===== src/rtl/intr_gate_pkg.sv =====
package intr_gate_pkg;

    localparam int VEC_W = 8;
    localparam logic [VEC_W-1:0] NMI_VECTOR = 8'd2;

    typedef logic [VEC_W-1:0] vec_t;

    typedef struct packed {
        logic valid;
        logic iret;
        logic ss_load;
        logic ss_pair;
    } retire_t;

    typedef struct packed {
        logic take;
        logic is_nmi;
        vec_t vec;
    } grant_t;

    localparam grant_t GRANT_NONE = '{take: 1'b0, is_nmi: 1'b0, vec: '0};

    // Priority pick: nonmaskable first, then the gated maskable request.
    function automatic grant_t pick_grant(input logic nmi_ok,
                                          input logic irq_ok,
                                          input vec_t irq_vector);
        grant_t g;
        g = GRANT_NONE;
        if (nmi_ok) begin
            g.take   = 1'b1;
            g.is_nmi = 1'b1;
            g.vec    = NMI_VECTOR;
        end else if (irq_ok) begin
            g.take   = 1'b1;
            g.vec    = irq_vector;
        end
        return g;
    endfunction

endpackage


===== src/rtl/intr_gate_nmi.sv =====
module intr_gate_nmi (
    input  logic clk,
    input  logic rst,
    input  logic nmi_in,
    input  logic nmi_taken,
    input  logic iret_done,
    output logic nmi_pend,
    output logic nmi_busy
);

    logic nmi_prev;
    logic nmi_edge;

    assign nmi_edge = nmi_in & ~nmi_prev;

    always_ff @(posedge clk) begin
        if (rst) begin
            nmi_prev <= 1'b0;
            nmi_pend <= 1'b0;
            nmi_busy <= 1'b0;
        end else begin
            nmi_prev <= nmi_in;
            // Edges collapse into one pending flag; a take consumes it.
            nmi_pend <= nmi_edge | (nmi_pend & ~nmi_taken);
            if (nmi_taken)
                nmi_busy <= 1'b1;
            else if (iret_done)
                nmi_busy <= 1'b0;
        end
    end

endmodule


===== src/rtl/intr_gate_arb.sv =====
module intr_gate_arb
    import intr_gate_pkg::*;
(
    input  retire_t rt,
    input  logic    irq_req,
    input  vec_t    irq_vec,
    input  logic    ie_flag,
    input  logic    nmi_pend,
    input  logic    nmi_busy,
    output grant_t  grant
);

    logic shadow_blk;
    logic nmi_ok;
    logic irq_ok;

    // A lone selector load shuts the boundary right after it; the paired load does not.
    assign shadow_blk = rt.ss_load & ~rt.ss_pair;
    assign nmi_ok     = rt.valid & nmi_pend & ~nmi_busy;
    assign irq_ok     = rt.valid & irq_req & ie_flag & ~shadow_blk;

    always_comb begin
        grant = pick_grant(nmi_ok, irq_ok, irq_vec);
    end

endmodule


===== src/rtl/intr_gate.sv =====
module intr_gate
    import intr_gate_pkg::*;
(
    input  logic             clk,
    input  logic             rst,
    input  logic             irq_req,
    input  logic [VEC_W-1:0] irq_vec,
    input  logic             nmi_in,
    input  logic             ie_flag,
    input  logic             ret_valid,
    input  logic             ret_iret,
    input  logic             ret_ss_load,
    input  logic             ret_ss_pair,
    output logic             take_o,
    output logic [VEC_W-1:0] vec_o,
    output logic             nmi_busy_o
);

    retire_t rt;
    grant_t  grant;
    logic    nmi_pend;
    logic    nmi_busy;
    logic    nmi_grant;

    assign rt = '{valid: ret_valid, iret: ret_iret,
                  ss_load: ret_ss_load, ss_pair: ret_ss_pair};

    intr_gate_arb u_arb (
        .rt       (rt),
        .irq_req  (irq_req),
        .irq_vec  (irq_vec),
        .ie_flag  (ie_flag),
        .nmi_pend (nmi_pend),
        .nmi_busy (nmi_busy),
        .grant    (grant)
    );

    assign nmi_grant = grant.take & grant.is_nmi;

    intr_gate_nmi u_nmi (
        .clk       (clk),
        .rst       (rst),
        .nmi_in    (nmi_in),
        .nmi_taken (nmi_grant),
        .iret_done (rt.valid & rt.iret),
        .nmi_pend  (nmi_pend),
        .nmi_busy  (nmi_busy)
    );

    assign take_o     = grant.take;
    assign vec_o      = grant.vec;
    assign nmi_busy_o = nmi_busy;

endmodule


===== config.mk =====
export PLATFORM = sky130hd
export DESIGN_NAME = intr_gate
export DESIGN_NICKNAME = d
export VERILOG_FILES = /design/src/rtl/intr_gate_pkg.sv /design/src/rtl/intr_gate_nmi.sv /design/src/rtl/intr_gate_arb.sv /design/src/rtl/intr_gate.sv
export SDC_FILE = /design/constraint.sdc
export NUM_CORES = 1
export LEC_CHECK = 0
export BUFFER_PORTS_ARGS = -buffer_cell sky130_fd_sc_hd__clkbuf_2
export CAP_MARGIN = 10
export CORE_AREA = 3 3 40 42
export CTS_CLUSTER_DIAMETER = 200
export DETAILED_ROUTE_END_ITERATION = 16
export DIE_AREA = 0 0 43 45
export SLEW_MARGIN = 15
export SYNTH_ARGS = -nofsm -noshare
export SYNTH_HDL_FRONTEND = slang
export SYNTH_SLANG_ARGS = --single-unit

===== constraint.sdc =====
create_clock -name clk -period 2.45 [get_ports clk]
set_clock_uncertainty 0.2 [all_clocks]
set_input_delay 0.245 -clock clk [delete_from_list [all_inputs] [get_ports clk]]
set_output_delay 0.245 -clock clk [all_outputs]
set_load 0.02 [all_outputs]

### After elaboration in Yosys (flattened, before gate mapping)

Index checks and enable logic that the tools add are counted.

| word-level totals | value |
|---|---|
| register bits | 3 |
| bits in latches | 0 |
| RAM bits | 0 |
| bits in read-only memories | 0 |
| input port bits | 17 |
| output and inout bits | 10 |
| word-level logic and storage cells | 27 |
| memories kept | 0 |

| operators by class | value |
|---|---|
| $add $sub $neg | 0 |
| multipliers | 0 |
| divide/modulo/power cells | 0 |
| magnitude comparators | 0 |
| equal/unequal tests | 0 |
| shift operators | 0 |
| multiplexer cells | 7 |
| bitwise operators | 16 |
| reductions and logical operators | 1 |

Operators by type and width:

| kind | count |
|---|---|
| 2-to-1 mux 8 bit | 2 |
| AND 1 bit | 10 |
| 2-to-1 mux 1 bit | 5 |
| NOT 1 bit | 5 |
| nonzero test 2 bit | 1 |
| bitwise OR 1 bit | 1 |

### Depth between registers and ports, before layout

| logic depth | value |
|---|---|
| depth in word-level cells | 10 |
| mapped depth | 3 |
| depth with buffers taken out | 3 |

### By module

A second synthesis with hierarchy kept.

| unflattened totals | value |
|---|---|
| cells, all modules | 30 |
| area, all modules | 300.3 µm² |

By module, submodules not included:

| module | instances | cells each | area each (µm²) | sequential area each (µm²) |
|---|---|---|---|---|
| intr_gate_arb | 1 | 18 | 188.9 | 0.0 |
| intr_gate_nmi | 1 | 10 | 98.8 | 60.1 |
| intr_gate | 1 | 2 | 12.5 | 0.0 |

### Worst setup path before layout

Ideal clock, no wire load.

| timing | value |
|---|---|
| path type | register to output |
| from | register u_nmi.nmi_busy |
| to | output port vec_o[0] |
| data arrival time | 0.960 ns |
| data required time | 2.005 ns |
| setup slack | 1.045 ns |
| cell stages (with the launch flop) | 3 |
| buffers on the path | 0 |
| cells stage by stage | dfxtp_1 -> nand2b_1 -> and3_1 |

| on the way | value |
|---|---|
| longest elaborated chain between the ends | 3 |

Ends and longest elaborated chain:

| item | line | RTL |
|---|---|---|
| start: declaration | intr_gate_nmi.sv:8 | `output logic nmi_busy` |
| start signal: assignment | intr_gate_nmi.sv:20 | `nmi_busy <= 1'b0;` |
| start signal: assignment | intr_gate_nmi.sv:26 | `nmi_busy <= 1'b1;` |
| start signal: assignment | intr_gate_nmi.sv:28 | `nmi_busy <= 1'b0;` |
| NOT 1 bit | intr_gate_arb.sv:19 | `assign nmi_ok = rt.valid & nmi_pend & ~nmi_busy;` |
| AND 1 bit | intr_gate_arb.sv:19 |  |
| 2-to-1 mux 8 bit | intr_gate_pkg.sv:29 | `if (nmi_ok) begin` |
| end: declaration | intr_gate.sv:15 | `output logic [VEC_W-1:0] vec_o,` |

Every way passes these cells.

### Worst setup path after layout

Ends and elaborated chain as after synthesis.

==> results.cfg <==
[outcome]
outcome = finished, final reports clean

[clock_tree]
numCtsBuffers = 3
clock_latency_ns = 0.23
cts_tree = built
cts_buffer_depth = 2
h-tree-depth = 1
postCtsSetupBuffers = 0
cts_resized = 0
cts_hold_buf = 0
clock_sinks = 3
clk_pin_slew_ns = 0.04
clock-root-buffer = clkbuf_4

[timing]
timing.fmax_ghz = 0.609
fin_crit_sh = 0.670
worst_slack_ns = 0.808
finalSetupViolations = 0
tns_ns = 0
rsz0062_at_grt = false
period_minus_slack_ns = 1.64
hold_violations = 0
worst_slew_pin_slew_ns = 0.228
slew_violations = 0
slew_headroom = 0.847

[logic_synthesis]
yosysMostFrequentCell = and3_1
syn_avg_cell_area_um2 = 8.55
synth.distinct_cells = 12
synthDominantCellAreaShare = 0.293
syn_inst = 24
synth-async-reset-ratio = 0
synthTopCellsByArea = dfxtp_1 (29%), and3_1 (21%), a21oi_4 (7.9%)
synth_edf_count = 0
yosysTopAreaCell = dfxtp_1
synth_ff_type = dfxtp_1
yosysWarnings = 0
ys_seq_elements = 3
syn-num-nets = 41
synth_area_um2 = 205
yosysSeqAreaShare = 0.293
synth_common_cells = and3_1 (7), dfxtp_1 (3)

[power]
p_int_uw = 133
peakVddDrop_mv = 0.373
pwr-share-comb = 0.232
power_frac_seq = 0.300
power_switching_uw = 47.7
clkPwrFrac = 0.468
leakage_uw = 0.000235
powerDensity_mw_per_mm2 = 476
swShare = 0.263

[routing]
drc_errors = 0
drt_iter0_markers = 7
vias = 277
wl_per_cell_um = 8.72
firstDrtPassIters = 4
ant_nets = 0
routed_via_density = 4.01
routed_wl_um = 602

[global_routing]
grt_pass1_wl_um = 952
grt_start_max_net_pins = 10
grt_overflow_total = 0
track_usage = 0.0657
grt_pass1_vias = 238
antenna_found_initial = 0

[layout]
finalNetCount = 72
drive_above_1_share = 0.611
syn_to_final_growth_pct = 85.4
n_antenna_cell = 0

[die]
core_mm2 = 0.00128
start_util = 0.160
fp.dieArea_mm2 = 0.00194
rows = 13
io_pins = 27
die_h_um = 45
die_w_um = 43

[worst_setup_path]
critPathArrivalTime_ns = 1.20
worstPathMaxFanout = 7
crit_path_end_kind = primary output
worst_ep_required_time_ns = 2.01
cp_slowest_stage_delay_ns = 0.39
critPathLaunchType = flop
cp_cell_sequence = nand2b_1 -> and3_1 -> clkbuf_2
criticalPathCategory = flop to primary output
slowest_stage = dfxtp_1

[placed_design]
hpwl_um = 532
portBuffers = 26
gp_congestion = 0.569
dp_slack_ns = 0.957

[hold_path]
hp-class = input port to flop

[job]
drv_cap = 0
layer usage:
metal	routed length, um	GRT usage	vias up
li1	-	-	147
met1	266	0.0793	111
met2	239	0.0838	19
met3	96	0.0478	0
met4	0	0.0361	0
met5	0	0	-
worst max-delay path, delay by kind of cell (launching register included):
| kind | cells | cell delay [ns] |
|---|---|---|
| DFF | 1 | 0.39 |
| and+or+nand+nor | 2 | 0.41 |
| buffers and inverters | 1 | 0.16 |
path summary, 6_finish.rpt:
kind | start | to | slack, ns | cells past startpoint
worst max-delay path | u_nmi.nmi_busy$_SDFFE_PP0P_ | vec_o[0] | 0.81 | 3
worst min-delay path | rst | u_nmi.nmi_pend$_SDFF_PP0_ | 0.01 | 2
worst max register to register | u_nmi.nmi_busy$_SDFFE_PP0P_ | u_nmi.nmi_busy$_SDFFE_PP0P_ | 1.49 | 2
worst min register to register | u_nmi.nmi_prev$_SDFF_PP0_ | u_nmi.nmi_pend$_SDFF_PP0_ | 0.27 | 2
placed cells by master, fill, tap and decap left out, types with 2 or more instances in the layout:
cell type / netlist / final
clkbuf_2: 0 / 26
and3_1: 7 / 7
clkbuf_4: 0 / 3
dfxtp_1: 3 / 3
inv_1: 2 / 2
nand2b_1: 2 / 2
nor2b_1: 2 / 2
a21oi_1: 2 / 2
layout make-up:
type	instances	area (um^2)
fill	140	905
sequential	3	60.1
multi-input combinational	19	138
tap	15	18.8
timing repair buffer	26	130
clock buffer	4	26.3
inverter	2	7.51
stage by stage:
step	area, um^2	util	hold WS [ns]	power, uW	cells
finish	380	0.296	0.0105	181	69
global route	380	0.296	0.0189	193	69
CTS	380	0.296	0.00503	184	69
detailed placement	354	0.276	0.245	97.7	65
global placement	354	0.276	0.247	97.2	65
floorplan	205	-	0.114	75.9	24
power groups by stage:
stage	Combinational, uW	Sequential [uW]	Clock [uW]
5_1_grt	47.1	54.6	91.7
4_1_cts	42.8	54.4	87.1
6_report	42.0	54.4	84.6
3_3_place_gp	42.2	55.0	0
2_1_floorplan	20.0	55.9	0
3_5_place_dp	42.6	55.1	0
state kept, by name, indices dropped and copies added, names as in the netlist:
name            flops
u_nmi.nmi_busy      1
u_nmi.nmi_pend      1
u_nmi.nmi_prev      1
cells by family after synthesis:
family / after synthesis / synth area share
and+or+nand+nor: 12 / 0.384
buffers and inverters: 2 / 0.0366
AOI/OAI and AO/OA: 7 / 0.287
DFF: 3 / 0.293
Note: power is estimated with default switching activity, not from simulation.
